### config.mk
export PLATFORM = sky130hd
export DESIGN_NAME = wdtGuard
export DESIGN_NICKNAME = d
export VERILOG_FILES = /design/src/rtl/wdt_pkg.sv /design/src/rtl/wdtDatapath.sv /design/src/rtl/wdtCtrl.sv /design/src/rtl/wdtGuard.sv
export SDC_FILE = /design/constraint.sdc
export NUM_CORES = 1
export LEC_CHECK = 0
export BUFFER_PORTS_ARGS = -buffer_cell sky130_fd_sc_hd__buf_2
export CAP_MARGIN = 20
export CELL_PAD_IN_SITES_DETAIL_PLACEMENT = 1
export CELL_PAD_IN_SITES_GLOBAL_PLACEMENT = 1
export CORE_AREA = 2 2 89 65
export CTS_CLUSTER_SIZE = 25
export DETAILED_ROUTE_END_ITERATION = 8
export DIE_AREA = 0 0 91 67
export PLACE_DENSITY_LB_ADDON = 0.1
export SLEW_MARGIN = 25
export SYNTH_ARGS = -nofsm -noshare
export SYNTH_HDL_FRONTEND = slang
export SYNTH_HIERARCHICAL = 1
export SYNTH_SLANG_ARGS = --single-unit
### constraint.sdc
create_clock -name clk -period 8.6 [get_ports clk]
set_input_delay 1.72 -clock clk [delete_from_list [all_inputs] [get_ports clk]]
set_output_delay 1.72 -clock clk [all_outputs]
set_load 0.1 [all_outputs]
### src/rtl/wdt_pkg.sv
package wdt_pkg;
  // Strobes from the control side to the counting datapath
  typedef struct packed {
    logic       run;      // count while asserted, hold at zero otherwise
    logic       restart;  // clear the counter this cycle
    logic [3:0] sel;      // period selector
  } wdtStrobes_t;

  localparam int BIT_IFLAG = 7;
  localparam int BIT_IEN   = 6;
  localparam int BIT_SELHI = 5;
  localparam int BIT_CHG   = 4;
  localparam int BIT_WDEN  = 3;
endpackage

### src/rtl/wdtDatapath.sv
module wdtDatapath
  import wdt_pkg::*;
#(
  parameter int BASE_EXP = 11,
  parameter int MAX_SEL  = 9
) (
  input  logic        clk,
  input  logic        rstN,
  input  wdtStrobes_t strobes,
  input  logic        tick,
  output logic        expire
);
  localparam int CNT_W = BASE_EXP + MAX_SEL;

  logic [CNT_W-1:0] count;
  logic [CNT_W-1:0] lastVal;
  logic [3:0]       effSel;
  int               shamt;

  always_comb begin
    effSel  = (strobes.sel > 4'(MAX_SEL)) ? 4'(MAX_SEL) : strobes.sel;
    shamt   = BASE_EXP + int'(effSel);
    lastVal = {CNT_W{1'b1}} >> (CNT_W - shamt);
    expire  = strobes.run && tick && !strobes.restart && (count == lastVal);
  end

  always_ff @(posedge clk or negedge rstN) begin
    if (!rstN) begin
      count <= '0;
    end else if (strobes.restart || !strobes.run) begin
      count <= '0;
    end else if (tick) begin
      count <= expire ? '0 : count + 1'b1;
    end
  end
endmodule

### src/rtl/wdtCtrl.sv
module wdtCtrl
  import wdt_pkg::*;
#(
  parameter int WIN_CYCLES = 4
) (
  input  logic        clk,
  input  logic        rstN,
  input  logic        wrEn,
  input  logic [7:0]  wrData,
  input  logic        restart,
  input  logic        rstFlagClr,
  input  logic        expire,
  output wdtStrobes_t strobes,
  output logic [7:0]  rdData,
  output logic        irq,
  output logic        sysReset,
  output logic        rstFlag
);
  localparam int WIN_W = $clog2(WIN_CYCLES + 1);

  logic [WIN_W-1:0] winCnt;
  logic             winOpen, unlockReq, commit, useIrq, fireReset;
  logic             wdEn, irqEn, irqFlag;
  logic [3:0]       sel, newSel;

  always_comb begin
    winOpen   = (winCnt != '0);
    newSel    = {wrData[BIT_SELHI], wrData[2:0]};
    unlockReq = wrEn && wrData[BIT_CHG] && wrData[BIT_WDEN];
    commit    = wrEn && winOpen && !wrData[BIT_CHG];
    useIrq    = irqEn && !irqFlag;
    fireReset = expire && wdEn && !useIrq;
  end

  always_ff @(posedge clk or negedge rstN) begin
    if (!rstN) begin
      winCnt   <= '0;
      wdEn     <= 1'b0;
      sel      <= '0;
      irqEn    <= 1'b0;
      irqFlag  <= 1'b0;
      sysReset <= 1'b0;
      rstFlag  <= 1'b0;
    end else begin
      if (unlockReq)      winCnt <= WIN_W'(WIN_CYCLES);
      else if (commit)    winCnt <= '0;
      else if (winOpen)   winCnt <= winCnt - 1'b1;

      if (commit)                       wdEn <= wrData[BIT_WDEN];
      else if (wrEn && wrData[BIT_WDEN]) wdEn <= 1'b1;

      if (commit) sel <= newSel;
      if (wrEn)   irqEn <= wrData[BIT_IEN];

      if (expire && useIrq)                 irqFlag <= 1'b1;
      else if (wrEn && wrData[BIT_IFLAG])   irqFlag <= 1'b0;

      sysReset <= fireReset;
      if (fireReset)       rstFlag <= 1'b1;
      else if (rstFlagClr) rstFlag <= 1'b0;
    end
  end

  always_comb begin
    strobes.run     = wdEn || irqEn;
    strobes.restart = restart;
    strobes.sel     = sel;
    rdData          = {irqFlag, irqEn, sel[3], winOpen, wdEn, sel[2:0]};
    irq             = irqFlag && irqEn;
  end
endmodule

### src/rtl/wdtGuard.sv
module wdtGuard
  import wdt_pkg::*;
#(
  parameter int BASE_EXP   = 11,
  parameter int MAX_SEL    = 9,
  parameter int WIN_CYCLES = 4
) (
  input  logic       clk,
  input  logic       rstN,
  input  logic       wrEn,
  input  logic [7:0] wrData,
  output logic [7:0] rdData,
  input  logic       restart,
  input  logic       tick,
  input  logic       rstFlagClr,
  output logic       irq,
  output logic       sysReset,
  output logic       rstFlag
);
  wdtStrobes_t strobes;
  logic        expire;

  wdtCtrl #(.WIN_CYCLES(WIN_CYCLES)) ctrl_i (
    .clk(clk), .rstN(rstN), .wrEn(wrEn), .wrData(wrData),
    .restart(restart), .rstFlagClr(rstFlagClr), .expire(expire),
    .strobes(strobes), .rdData(rdData), .irq(irq),
    .sysReset(sysReset), .rstFlag(rstFlag)
  );

  wdtDatapath #(.BASE_EXP(BASE_EXP), .MAX_SEL(MAX_SEL)) dp_i (
    .clk(clk), .rstN(rstN), .strobes(strobes), .tick(tick), .expire(expire)
  );
endmodule

Yosys cells after proc, flatten, opt, wreduce, memory -nomap -nowiden
Index checks and enable logic that the tools add are counted.

Input bits: 14. Register bits after elaboration: 32. Output and inout port bits: 11.

Muxes and demuxes: 13. Shift-type cells: 1. Magnitude comparators: 1. Reductions and logical operators: 27. $add $sub $neg: 4. Equality and inequality tests: 1.

Operator list (number): 20-bit two-way mux (3); 20-bit by 32-bit right shift with 20-bit output (first input constant) (1); 6-bit by 32-bit subtractor with 32-bit output (first input constant) (1); 20-bit by 1-bit adder with 20-bit output (second input constant) (1); 20-bit == test (1); 1-bit logical AND (14); 3-bit two-way mux (3); 2-bit nonzero test (4); 1-bit two-way mux (6); 3-bit nonzero test (2); 4-bit by 4-bit adder with 5-bit output (first input constant) (1); 1-bit zero test (5); 4-bit greater-than comparator (second input constant) (1); 4-bit two-way mux (1); 3-bit by 1-bit subtractor with 3-bit output (second input constant) (1); 1-bit logical OR (2).

Longest topological paths before layout
Gate-level depths: netlist of run 1.

Word-level depth: 10. Depth in mapped cells: 15.

Hierarchy
The synthesis of run 1 kept the hierarchy.

By module, submodules not included: wdtDatapath (area an instance 1602.8 um^2, cells an instance 193, instances 1, seq. area each 500.5 um^2); wdtCtrl (area an instance 635.6 um^2, cells an instance 59, instances 1, seq. area each 300.3 um^2).

Least setup slack after synthesis of run 1
Ideal clock, no wire load.

Kind: register -> register. From: register ctrl_i.sel[3]. To: register dp_i.count[17]. Period minus slack after synthesis: 3364 ps. Stages on the path, launching flop included: 14. Arrival: 3238 ps. Library setup time: 126 ps. Slack: 5236 ps. Path through: dfrtp_1 -> buf_4 -> nand2b_1 -> ha_1 -> inv_1 -> ha_1 -> nor4b_2 -> or3_1 -> nand3_1 -> nor4_2 -> a31oi_1 -> buf_6 -> and3_1 -> a221o_1.

Cells in the longest elaborated chain, start to end: 10.

RTL lines: start: declaration (line wdtCtrl.sv:24) `logic [3:0] sel, newSel;`; start signal: assignment (line wdtCtrl.sv:52) `if (commit) sel <= newSel;`; 4-bit greater-than comparator (line wdtDatapath.sv:21) `effSel = (strobes.sel > 4'(MAX_SEL)) ? 4'(MAX_SEL) : strobes.sel;`; 4-bit two-way mux (*) (line wdtDatapath.sv:21); 4-bit by 4-bit adder with 5-bit output (*) (line wdtDatapath.sv:22) `shamt = BASE_EXP + int'(effSel);`; 6-bit by 32-bit subtractor with 32-bit output (*) (line wdtDatapath.sv:23) `lastVal = {CNT_W{1'b1}} >> (CNT_W - shamt);`; 20-bit by 32-bit right shift with 20-bit output (*) (line wdtDatapath.sv:23); 20-bit == test (*) (line wdtDatapath.sv:24) `expire = strobes.run && tick && !strobes.restart && (count == lastVal);`; 1-bit logical AND (*) (line wdtDatapath.sv:24); 20-bit two-way mux (*) (line wdtDatapath.sv:33) `count <= expire ? '0 : count + 1'b1;`; 20-bit two-way mux (*) (line wdtDatapath.sv:32) `end else if (tick) begin`; 20-bit two-way mux (*) (line wdtDatapath.sv:30) `end else if (strobes.restart || !strobes.run) begin`; end signal: assignment (line wdtDatapath.sv:33); end: declaration (line wdtDatapath.sv:15) `logic [CNT_W-1:0] count;`.

Mark *: on every way between the ends. The rest lies on a longest branch, timed or not. The select of a mux whose other input is x is not followed. A chain may end at the register's enable or synchronous reset.

Worst setup path in the final report of run 1
From: register ctrl_i.winCnt[0]. To: output port rdData[4].

Cells in the longest elaborated chain, start to end: 1.

RTL lines: start: declaration (line wdtCtrl.sv:21) `logic [WIN_W-1:0] winCnt;`; start signal: assignment (line wdtCtrl.sv:45) `if (unlockReq) winCnt <= WIN_W'(WIN_CYCLES);`; start signal: assignment (line wdtCtrl.sv:47) `else if (winOpen) winCnt <= winCnt - 1'b1;`; 3-bit nonzero test (line wdtCtrl.sv:27) `winOpen = (winCnt != '0);`; end: declaration (line wdtGuard.sv:12) `output logic [7:0] rdData,`.

Every way passes these cells.

==> results.ini, run 1 <==
[clock_tree]
insertion_delay_ns=0.29
cts_setup_buffers=0
h-tree-depth=2
clk_pin_slew_ns=0.07
cts_hold_buf=0
cts_resized=0
cts-root-buf=clkbuf_8
cts_buffers=5
cts_tree=built
cts_buffer_depth=2
cts_sinks=32

[placement]
gp_congestion=0.779
dpl.cell_count=327
io_buffers=24
hpwl_mm=3.96
pre_cts_ws_ns=5.26

[drt]
dr.pass1.iters=4
wl_per_cell_um=16.2
routed_wirelength_mm=5.42
vias_per_cell=5.59
drc=0
vias=1871
drtAntennaViolNets=0
initialDrtViolationCount=82

[die]
std_cell_rows=22
core-area_um2=5170
die_x_um=91
ios=25
initial_core_util_pct=43.3
fp.dieH_um=67
die-area_um2=6100

[timing]
timing.setup.tns_ns=0
final_max_slew_viol_count=0
fin_ws_ns=5.11
finClkSkew_ns=0.00282
hold_viol_final=0
rsz0062_at_grt=false
finalCritPeriodShare_pct=40.6
tightest_slew_ns=0.739
setup_viol=0
slew-limit-headroom_pct=50.7
layout_min_cycle_time_ns=3.49
fmax_ghz=0.287
hold_ws_ns=0.493

[worst_setup_path]
r2r-start=ctrl_i/sel[3]$_DFFE_PN0P_
r2r_setup_slack_ns=5.22
worstPathCellList=inv_1, ha_1, ha_1, inv_1, buf_2
critPathBufInv=3
path_class=reg2out
start_kind=flop
crit_required_ns=6.88
worst_setup_path_end_kind=primary output
cp_slowest_cell=buf_2
ff2ff_path_depth=12
critical_path.max_stage_delay_ns=0.43
crit_family=buffers and inverters
path_max_fanout=9
regToRegEndpoint=dp_i/count[15]$_DFFE_PN0P_
worstPathArrival_ns=1.77

[synthesis]
synth.most_common_cell=dfrtp_1
synth-compound-area-share_pct=17.6
synth_top_family_by_area=simple AND/OR/NAND/NOR gates
ys_seq_area_share_pct=35.8
netlist_area_um2=2240
synth_area_leaders=dfrtp_1, a21oi_1, buf_4
synthSimpleGateAreaFrac_pct=25.4
synth_fa_ha_area_share_pct=2.79
ys.flop_type=dfrtp_1
synth_edf_count=0
synth_commonest_cells=dfrtp_1, nand2_1, a21oi_1, nor2_1, inv_1
synth_mux_area_share_pct=5.42
avgSynthCellArea_um2=8.88
yosysWarnings=6
synth_xor_area_share_pct=3.91
synth_seq_cells=32
yosysUniqueCellTypes=52
netlist.area_leader.share_pct=35.8
syn_inst=252
synthArstFlopShare_pct=100
synth_nets=271
synth.largest_area_cell=dfrtp_1

[finish]
syn_to_final_growth_pct=8.72
antenna_cells=0
final_cell_count_no_fill=335
fin_nets=281
drive_gt1_share_pct=18.6
fin_util_pct=47.0

[worst_hold_path]
hold_path.startpoint=ctrl_i/rstFlag$_DFFE_PN0P_
hold_depth=1
hold_end=ctrl_i/rstFlag$_DFFE_PN0P_
hold_path_class=reg2reg

[grt]
grt-ovfl-total=0
antenna_found_initial=0
grt_pass1_wl_mm=9.38
grt_use_total_pct=19.7
grt_max_degree=33
grt_pass1_vias=1866

[status]
status=finished, final reports clean

[pwr]
p_per_area_nw_per_um2=306
p_leak_nw=1.09
ir_worst_vdd_mv=0.119

[flow_run]
max_cap_violations=0

==> per-stage QoR <==
stage	total power (W)	area (µm²)
floorplan	0.000547	2240
global placement	0.000590	2320
detailed placement	0.000595	2320
CTS	0.000747	2430
global route	0.000795	2430
finish	0.000744	2430
==> layer usage <==
layer	wire, µm	share of wire [%]	GRT usage (%)
met5	0	0	0
met4	59	1.1	5.68
met3	212	3.9	4.19
met2	2160	40	29.1
met1	2990	55	29.0
==> placed cells by master, fill, tap and decap left out, types with 6 or more instances in the layout <==
| cell type | instances |
|---|---|
| dfrtp_1 | 32 |
| buf_2 | 24 |
| nand2_1 | 20 |
| a21oi_1 | 15 |
| nor2_1 | 15 |
| inv_1 | 14 |
| nand3_1 | 12 |
| nor3_1 | 8 |
| o21ai_1 | 8 |
| nand4_1 | 8 |
| o21ai_0 | 6 |
| xnor2_1 | 6 |
==> cell type report <==
cell class | count | area [µm²]
inverters | 14 | 52.6
clock inverters | 3 | 42.5
clock buffers | 5 | 68.8
well taps | 72 | 90.1
repair buffers | 26 | 135
multi-input cells | 183 | 1240
fillers | 638 | 2740
flip-flops and latches | 32 | 801
==> how the worst max path moves through the flow <==
stage	slack (ns)	cells after the start	from	end
after floorplan	5.24	13	ctrl_i/sel[3]$_DFFE_PN0P_	dp_i/count[17]$_DFFE_PN0P_
after global placement	5.38	12	ctrl_i/sel[3]$_DFFE_PN0P_	dp_i/count[16]$_DFFE_PN0P_
after detailed placement	5.26	12	ctrl_i/sel[3]$_DFFE_PN0P_	dp_i/count[8]$_DFFE_PN0P_
after CTS	5.09	5	ctrl_i/winCnt[0]$_DFFE_PN0P_	rdData[4]
after global routing	4.97	12	ctrl_i/sel[3]$_DFFE_PN0P_	dp_i/count[8]$_DFFE_PN0P_
final	5.11	5	ctrl_i/winCnt[0]$_DFFE_PN0P_	rdData[4]
==> power by group <==
part	switching [W]	leakage [nW]	internal, W
sequential	0.0000240	0.427	0.000169
clock	0.0000622	0.0541	0.0000857
combinational	0.000268	0.612	0.000135
total	0.000355	1.09	0.000389
==> registers in the layout, summed over array words and instances, names as in the netlist <==
name             flops
dp_i/count          20
ctrl_i/irqEn         1
ctrl_i/sel           4
ctrl_i/wdEn          1
ctrl_i/irqFlag       1
ctrl_i/sysReset      1
ctrl_i/rstFlag       1
ctrl_i/winCnt        3
==> worst register-to-register path, stage by stage, from the launching register on <==
cell	delay (ns)
dfrtp_1	0.49
nand2b_1	0.22
ha_1	0.19
inv_1	0.05
ha_1	0.50
nand2b_1	0.28
a211oi_1	0.07
nor4_1	0.29
o221a_1	0.28
a31oi_2	0.20
buf_4	0.27
and3_1	0.19
a221o_1	0.25
==> logic make-up (layout without fill, tap and decap cells) <==
family | after synthesis | after routing
and+or+nand+nor | 100 | 100
AOI/OAI and AO/OA | 58 | 58
buffers and inverters | 37 | 48
DFF | 32 | 32
xor gates and xnor gates | 10 | 10
muxes | 10 | 10
adders and majority gates | 5 | 5
No activity file was read; power rests on OpenSTA's default activity.
==> run 2, diff against run 1 <==
--- a/config.mk
+++ b/config.mk
@@ -9,10 +9,10 @@
 export CAP_MARGIN = 20
 export CELL_PAD_IN_SITES_DETAIL_PLACEMENT = 1
 export CELL_PAD_IN_SITES_GLOBAL_PLACEMENT = 1
-export CORE_AREA = 2 2 89 65
+export CORE_AREA = 2 2 93 68
 export CTS_CLUSTER_SIZE = 25
 export DETAILED_ROUTE_END_ITERATION = 8
-export DIE_AREA = 0 0 91 67
+export DIE_AREA = 0 0 95 70
 export PLACE_DENSITY_LB_ADDON = 0.1
 export SLEW_MARGIN = 25
 export SYNTH_ARGS = -nofsm -noshare
==> constraint.sdc (replaced) <==
create_clock -name clk -period 3.1 [get_ports clk]
set_input_delay 0.62 -clock clk [delete_from_list [all_inputs] [get_ports clk]]
set_output_delay 0.62 -clock clk [all_outputs]
set_load 0.1 [all_outputs]
==> run 2 against run 1 <==
Against the previous run:
- count of clock-buffer cells in the layout is 2 higher
- cell count is 3.6% higher
- via count is 2.7% higher
- combinational power grew to 2.9 times the previous value
- critical path depth is 6 higher
- sequential share of layout area is 0.90 points lower
- largest power group unchanged
- die area is 9.1% higher
- setup slack worse by 4.9 ns
- wire length is 5.5% higher
- clock power grew to 3.1 times the previous value
- sequential power grew to 2.7 times the previous value
==> results.ini, run 2 (synthesis results as in run 1) <==
[status]
status=finished, final reports clean

[worst_setup_path]
path_max_fanout=12
critical_path.max_stage_delay_ns=0.45
r2r_setup_slack_ns=0.19
worst_setup_path_end_kind=flop
critPathBufInv=1
worstPathArrival_ns=3.08
start_kind=flop
worstPathCellList=nand2b_1, ha_1, inv_1, ha_1, nor4b_2, or3_1, nand3_1, nor4_2, a31oi_4, and3_1, a221o_1
path_depth=11
cp_slowest_cell=dfrtp_2
crit_family=simple AND/OR/NAND/NOR gates
crit_required_ns=3.27
regToRegEndpoint=dp_i/count[15]$_DFFE_PN0P_
r2r-start=ctrl_i/sel[3]$_DFFE_PN0P_
path_class=reg2reg
critPathCapture=dp_i/count[15]$_DFFE_PN0P_
crit_path_start=ctrl_i/sel[3]$_DFFE_PN0P_
ff2ff_path_depth=11
crit_top_cell=ha_1

[clock_tree]
h-tree-depth=2
clk_pin_slew_ns=0.07
cts_buffers=5
insertion_delay_ns=0.29
cts_sinks=32
cts-root-buf=clkbuf_8
cts_setup_buffers=0
cts_tree=built
cts_buffer_depth=2

[timing]
layout_min_cycle_time_ns=2.91
finalCritPeriodShare_pct=93.8
fmax_ghz=0.344
tightest_slew_ns=0.763
slew-limit-headroom_pct=49.1
finClkSkew_ns=0.00785
hold_ws_ns=0.396
hold_viol_final=0
final_max_slew_viol_count=0
setup_viol=0

[finish]
fin_nets=287
drive_gt1_share_pct=21.6
final_cell_count_no_fill=347
largest-register=dp_i/count
final_area_um2=2510
syn_to_final_growth_pct=12.3
antenna_cells=0
top_regs=dp_i/count: 20 flops, ctrl_i/sel: 4 flops, ctrl_i/winCnt: 3 flops
mostFrequentLayoutCells=dfrtp_1, buf_2, nand2_1, a21oi_1, nor2_1
largest_reg_flops=20
layout_commonest_cell=dfrtp_1

[pwr]
p_seq_share_pct=24.4
p_per_area_nw_per_um2=852
ir_worst_vdd_mv=0.265
p_leak_nw=1.13
swShare_pct=45.6
combPwrFrac_pct=54.5
p_int_w=0.00117
p_clk_share_pct=21.2
p_sw_w=0.000978

[worst_hold_path]
hold_path_class=in2async

[die]
die-area_um2=6650
fp.dieH_um=70
core-area_um2=5920
initial_core_util_pct=37.8
ios=25
std_cell_rows=24
die_x_um=95

[drt]
vias_per_cell=5.54
drtAntennaViolNets=0
dr.pass1.iters=4
wl_per_cell_um=16.5
drc=0
routed_wirelength_mm=5.72
vias=1921
initialDrtViolationCount=83

[grt]
antenna_found_initial=0
grt_max_degree=33
grt_pass1_wl_mm=9.99
grt_pass1_vias=1974
grt_use_total_pct=19.5
grt-ovfl-total=0

[placement]
hpwl_mm=4.23
place_area_um2=2380
gp_congestion=0.778
io_buffers=24
dpl.cell_count=339

[flow_run]
max_cap_violations=0

## run 2: how the worst min path moves through the flow
stage / slack [ns] / end / startpoint / depth (start not counted)
detailed placement: 0.47 / ctrl_i/rstFlag$_DFFE_PN0P_ / ctrl_i/rstFlag$_DFFE_PN0P_ / 1
floorplan: 0.32 / ctrl_i/irqEn$_DFFE_PN0P_ / rstN / 0
global placement: 0.47 / ctrl_i/rstFlag$_DFFE_PN0P_ / ctrl_i/rstFlag$_DFFE_PN0P_ / 1
global route: 0.45 / dp_i/count[0]$_DFFE_PN0P_ / rstN / 1
CTS: 0.43 / dp_i/count[0]$_DFFE_PN0P_ / rstN / 1
finish: 0.40 / dp_i/count[7]$_DFFE_PN0P_ / rstN / 1
## run 2: area by class of cell
type | count | area, µm²
clock inverters | 1 | 30.0
flip-flops and latches | 32 | 805
fillers | 703 | 3400
inverters | 14 | 52.6
well taps | 78 | 97.6
repair buffers | 32 | 180
clock buffers | 7 | 96.3
multi-input cells | 183 | 1250
## run 2: per-stage QoR
step                      utilization, %  total power (W)  setup TNS (ns)  worst slack [ns]
after CTS                           42.3          0.00217               0            0.0974
final                               42.5          0.00214               0             0.192
after floorplan                        -          0.00152               0            0.0302
after global placement              40.2          0.00169               0             0.167
after global routing                42.5          0.00231         -0.0984           -0.0203
after detailed placement            40.2          0.00170               0             0.115
## run 2: layer usage
layer  wire length [µm]  vias up  global-route usage [%]
met2               2620       29                    28.8
met4                 34        0                    5.31
li1                   -      938                       -
met1               2930      950                    29.0
met3                137        4                    3.99
met5                  0        -                       0
## run 2: repair_timing
action	in CTS	in global routing
hold endpoints to repair	0	0
setup endpoints to repair	0	18
hold buffers	0	0
gates resized for setup	0	1
## run 2: power by group through the flow
stage,clock network [W],logic [W],registers [W]
6_report,0.000453,0.00117,0.000522
3_3_place_gp,0,0.00116,0.000529
5_1_grt,0.000492,0.00128,0.000534
3_5_place_dp,0,0.00116,0.000532
2_1_floorplan,0,0.000839,0.000682
4_1_cts,0.000474,0.00117,0.000524
==> run 3, diff against run 2 <==
--- a/config.mk
+++ b/config.mk
@@ -9,10 +9,10 @@
 export CAP_MARGIN = 20
 export CELL_PAD_IN_SITES_DETAIL_PLACEMENT = 1
 export CELL_PAD_IN_SITES_GLOBAL_PLACEMENT = 1
-export CORE_AREA = 2 2 93 68
+export CORE_AREA = 2 2 56 111
 export CTS_CLUSTER_SIZE = 25
 export DETAILED_ROUTE_END_ITERATION = 8
-export DIE_AREA = 0 0 95 70
+export DIE_AREA = 0 0 58 113
 export PLACE_DENSITY_LB_ADDON = 0.1
 export SLEW_MARGIN = 25
 export SYNTH_ARGS = -nofsm -noshare
==> run 3 against run 2 <==
Against the previous run:
- cell count fell by 4.3%
- power rose by 9.7%
- clock skew barely moved
- critical path depth rose by 2
- clock power rose by 23%
- global-route usage rose by 0.78 points
- sequential power barely moved
- hold slack improved by 0.018 ns
- final area rose by 1.8%
- sequential share of layout area fell by 0.56 points
- first-iteration DRC count fell by 59%
==> results.ini, run 3 (synthesis results as in run 1) <==
[placement]
place_area_um2=2370
io_buffers=24
gp_congestion=0.777
dpl.cell_count=324
hpwl_mm=4.58

[timing]
slew-limit-headroom_pct=48.4
layout_min_cycle_time_ns=2.87
hold_viol_final=0
tightest_slew_ns=0.774
timing.setup.tns_ns=0
finalCritPeriodShare_pct=92.6
finClkSkew_ns=0.00770
fmax_ghz=0.348
setup_viol=0
rsz0062_at_grt=false
final_max_slew_viol_count=0

[grt]
grt_pass1_wl_mm=10.1
grt_pass1_vias=2096
grt_use_total_pct=20.3
grt_max_degree=33
grt-ovfl-total=0
antenna_found_initial=0

[drt]
vias_per_cell=5.86
wl_per_cell_um=18.1
drtAntennaViolNets=0
routed_wirelength_mm=6.03
vias=1945
drc=0
initialDrtViolationCount=34
dr.pass1.iters=4

[clock_tree]
cts_buffers=5
h-tree-depth=2
cts_setup_buffers=0
insertion_delay_ns=0.28
cts_resized=0
cts_buffer_depth=2
cts_hold_buf=0
clk_pin_slew_ns=0.05
cts_sinks=32
cts-root-buf=clkbuf_16
cts_tree=built

[worst_setup_path]
worstPathCellList=nand2b_1, ha_1, inv_1, ha_1, buf_4, nor4b_2, or3_1, nand3_1, nor4_4, a31oi_4, buf_4, a21oi_1, mux2i_1
r2r_setup_slack_ns=0.23
ff2ff_path_depth=13
critical_path.max_stage_delay_ns=0.41
worst_setup_path_end_kind=flop
cp_slowest_cell=dfrtp_2
critPathBufInv=3
start_kind=flop
worstPathArrival_ns=3.03
crit_family=simple AND/OR/NAND/NOR gates
crit_required_ns=3.26
path_depth=13
path_class=reg2reg
path_max_fanout=12

[die]
initial_core_util_pct=39.5
std_cell_rows=39
die_x_um=58
ios=25
fp.dieH_um=113
core-area_um2=5660
die-area_um2=6550

[pwr]
ir_worst_vdd_mv=0.810
p_per_area_nw_per_um2=919
p_total_w=0.00235
p_leak_nw=1.16

[finish]
final_cell_count_no_fill=332
antenna_cells=0
drive_gt1_share_pct=22.1
mostFrequentLayoutCells=dfrtp_1, buf_2, nand2_1, a21oi_1, nor2_1
top_regs=dp_i/count: 20 flops, ctrl_i/sel: 4 flops, ctrl_i/winCnt: 3 flops
layout_commonest_cell=dfrtp_1
largest-register=dp_i/count
final_area_um2=2560
fin_nets=289
syn_to_final_growth_pct=14.3
largest_reg_flops=20

[worst_hold_path]
hold_path_class=in2async

[flow_run]
max_cap_violations=0

[status]
status=finished, final reports clean

[run 3: cell count changes in the layout (fill, tap and decap cells not counted), sizes merged]
cell | previous run | this run
buf | 32 | 34
clkbuf | 7 | 6
clkinv | 0 | 1
[run 3: worst register-to-register path, stage by stage (launching register included)]
cell	delay, ns
dfrtp_2	0.41
nand2b_1	0.17
ha_1	0.18
inv_1	0.05
ha_1	0.27
buf_4	0.17
nor4b_2	0.26
or3_1	0.15
nand3_1	0.12
nor4_4	0.31
a31oi_4	0.18
buf_4	0.22
a21oi_1	0.17
mux2i_1	0.09
[run 3: path summary, 6_finish.rpt]
check                                                start                         end
worst max-delay path             ctrl_i/sel[3]$_DFFE_PN0P_   dp_i/count[2]$_DFFE_PN0P_
worst min-delay path                                  rstN   ctrl_i/sel[1]$_DFFE_PN0P_
worst max register to register   ctrl_i/sel[3]$_DFFE_PN0P_   dp_i/count[2]$_DFFE_PN0P_
worst min register to register  ctrl_i/rstFlag$_DFFE_PN0P_  ctrl_i/rstFlag$_DFFE_PN0P_
max in group asynchronous                             rstN   ctrl_i/sel[2]$_DFFE_PN0P_
min in group clk                ctrl_i/rstFlag$_DFFE_PN0P_  ctrl_i/rstFlag$_DFFE_PN0P_
[run 3: where the power goes]
group	total, W	leakage (nW)	internal [W]	switching (W)
clock network	0.000557	0.0808	0.000378	0.000179
logic	0.00127	0.655	0.000456	0.000818
registers	0.000520	0.424	0.000473	0.0000475
[run 3: stage by stage]
stage | utilization, % | worst slack (ns) | hold WS (ns)
after detailed placement | 41.9 | 0.123 | 0.463
after global routing | 45.2 | 0.000602 | 0.489
after CTS | 44.8 | 0.0746 | 0.466
after floorplan | - | 0.0302 | 0.324
after global placement | 41.9 | 0.205 | 0.459
final | 45.2 | 0.230 | 0.414
[run 3: per-layer routing]
| layer | global-route usage [%] | part of all wire [%] | vias up |
|---|---|---|---|
| met1 | 20.6 | 37 | 967 |
| met2 | 38.8 | 58 | 31 |
| li1 | - | - | 935 |
| met5 | 0 | 0 | - |
| met4 | 8.06 | 2.5 | 0 |
| met3 | 3.77 | 2.1 | 12 |
[run 3: final cells by class]
cell class | count | area, µm²
multi-input combinational | 183 | 1270
clock buffer | 6 | 129
sequential | 32 | 805
inverter | 14 | 52.6
fill | 678 | 3100
timing repair buffer | 34 | 195
tap | 61 | 76.3
clock inverter | 2 | 35.0
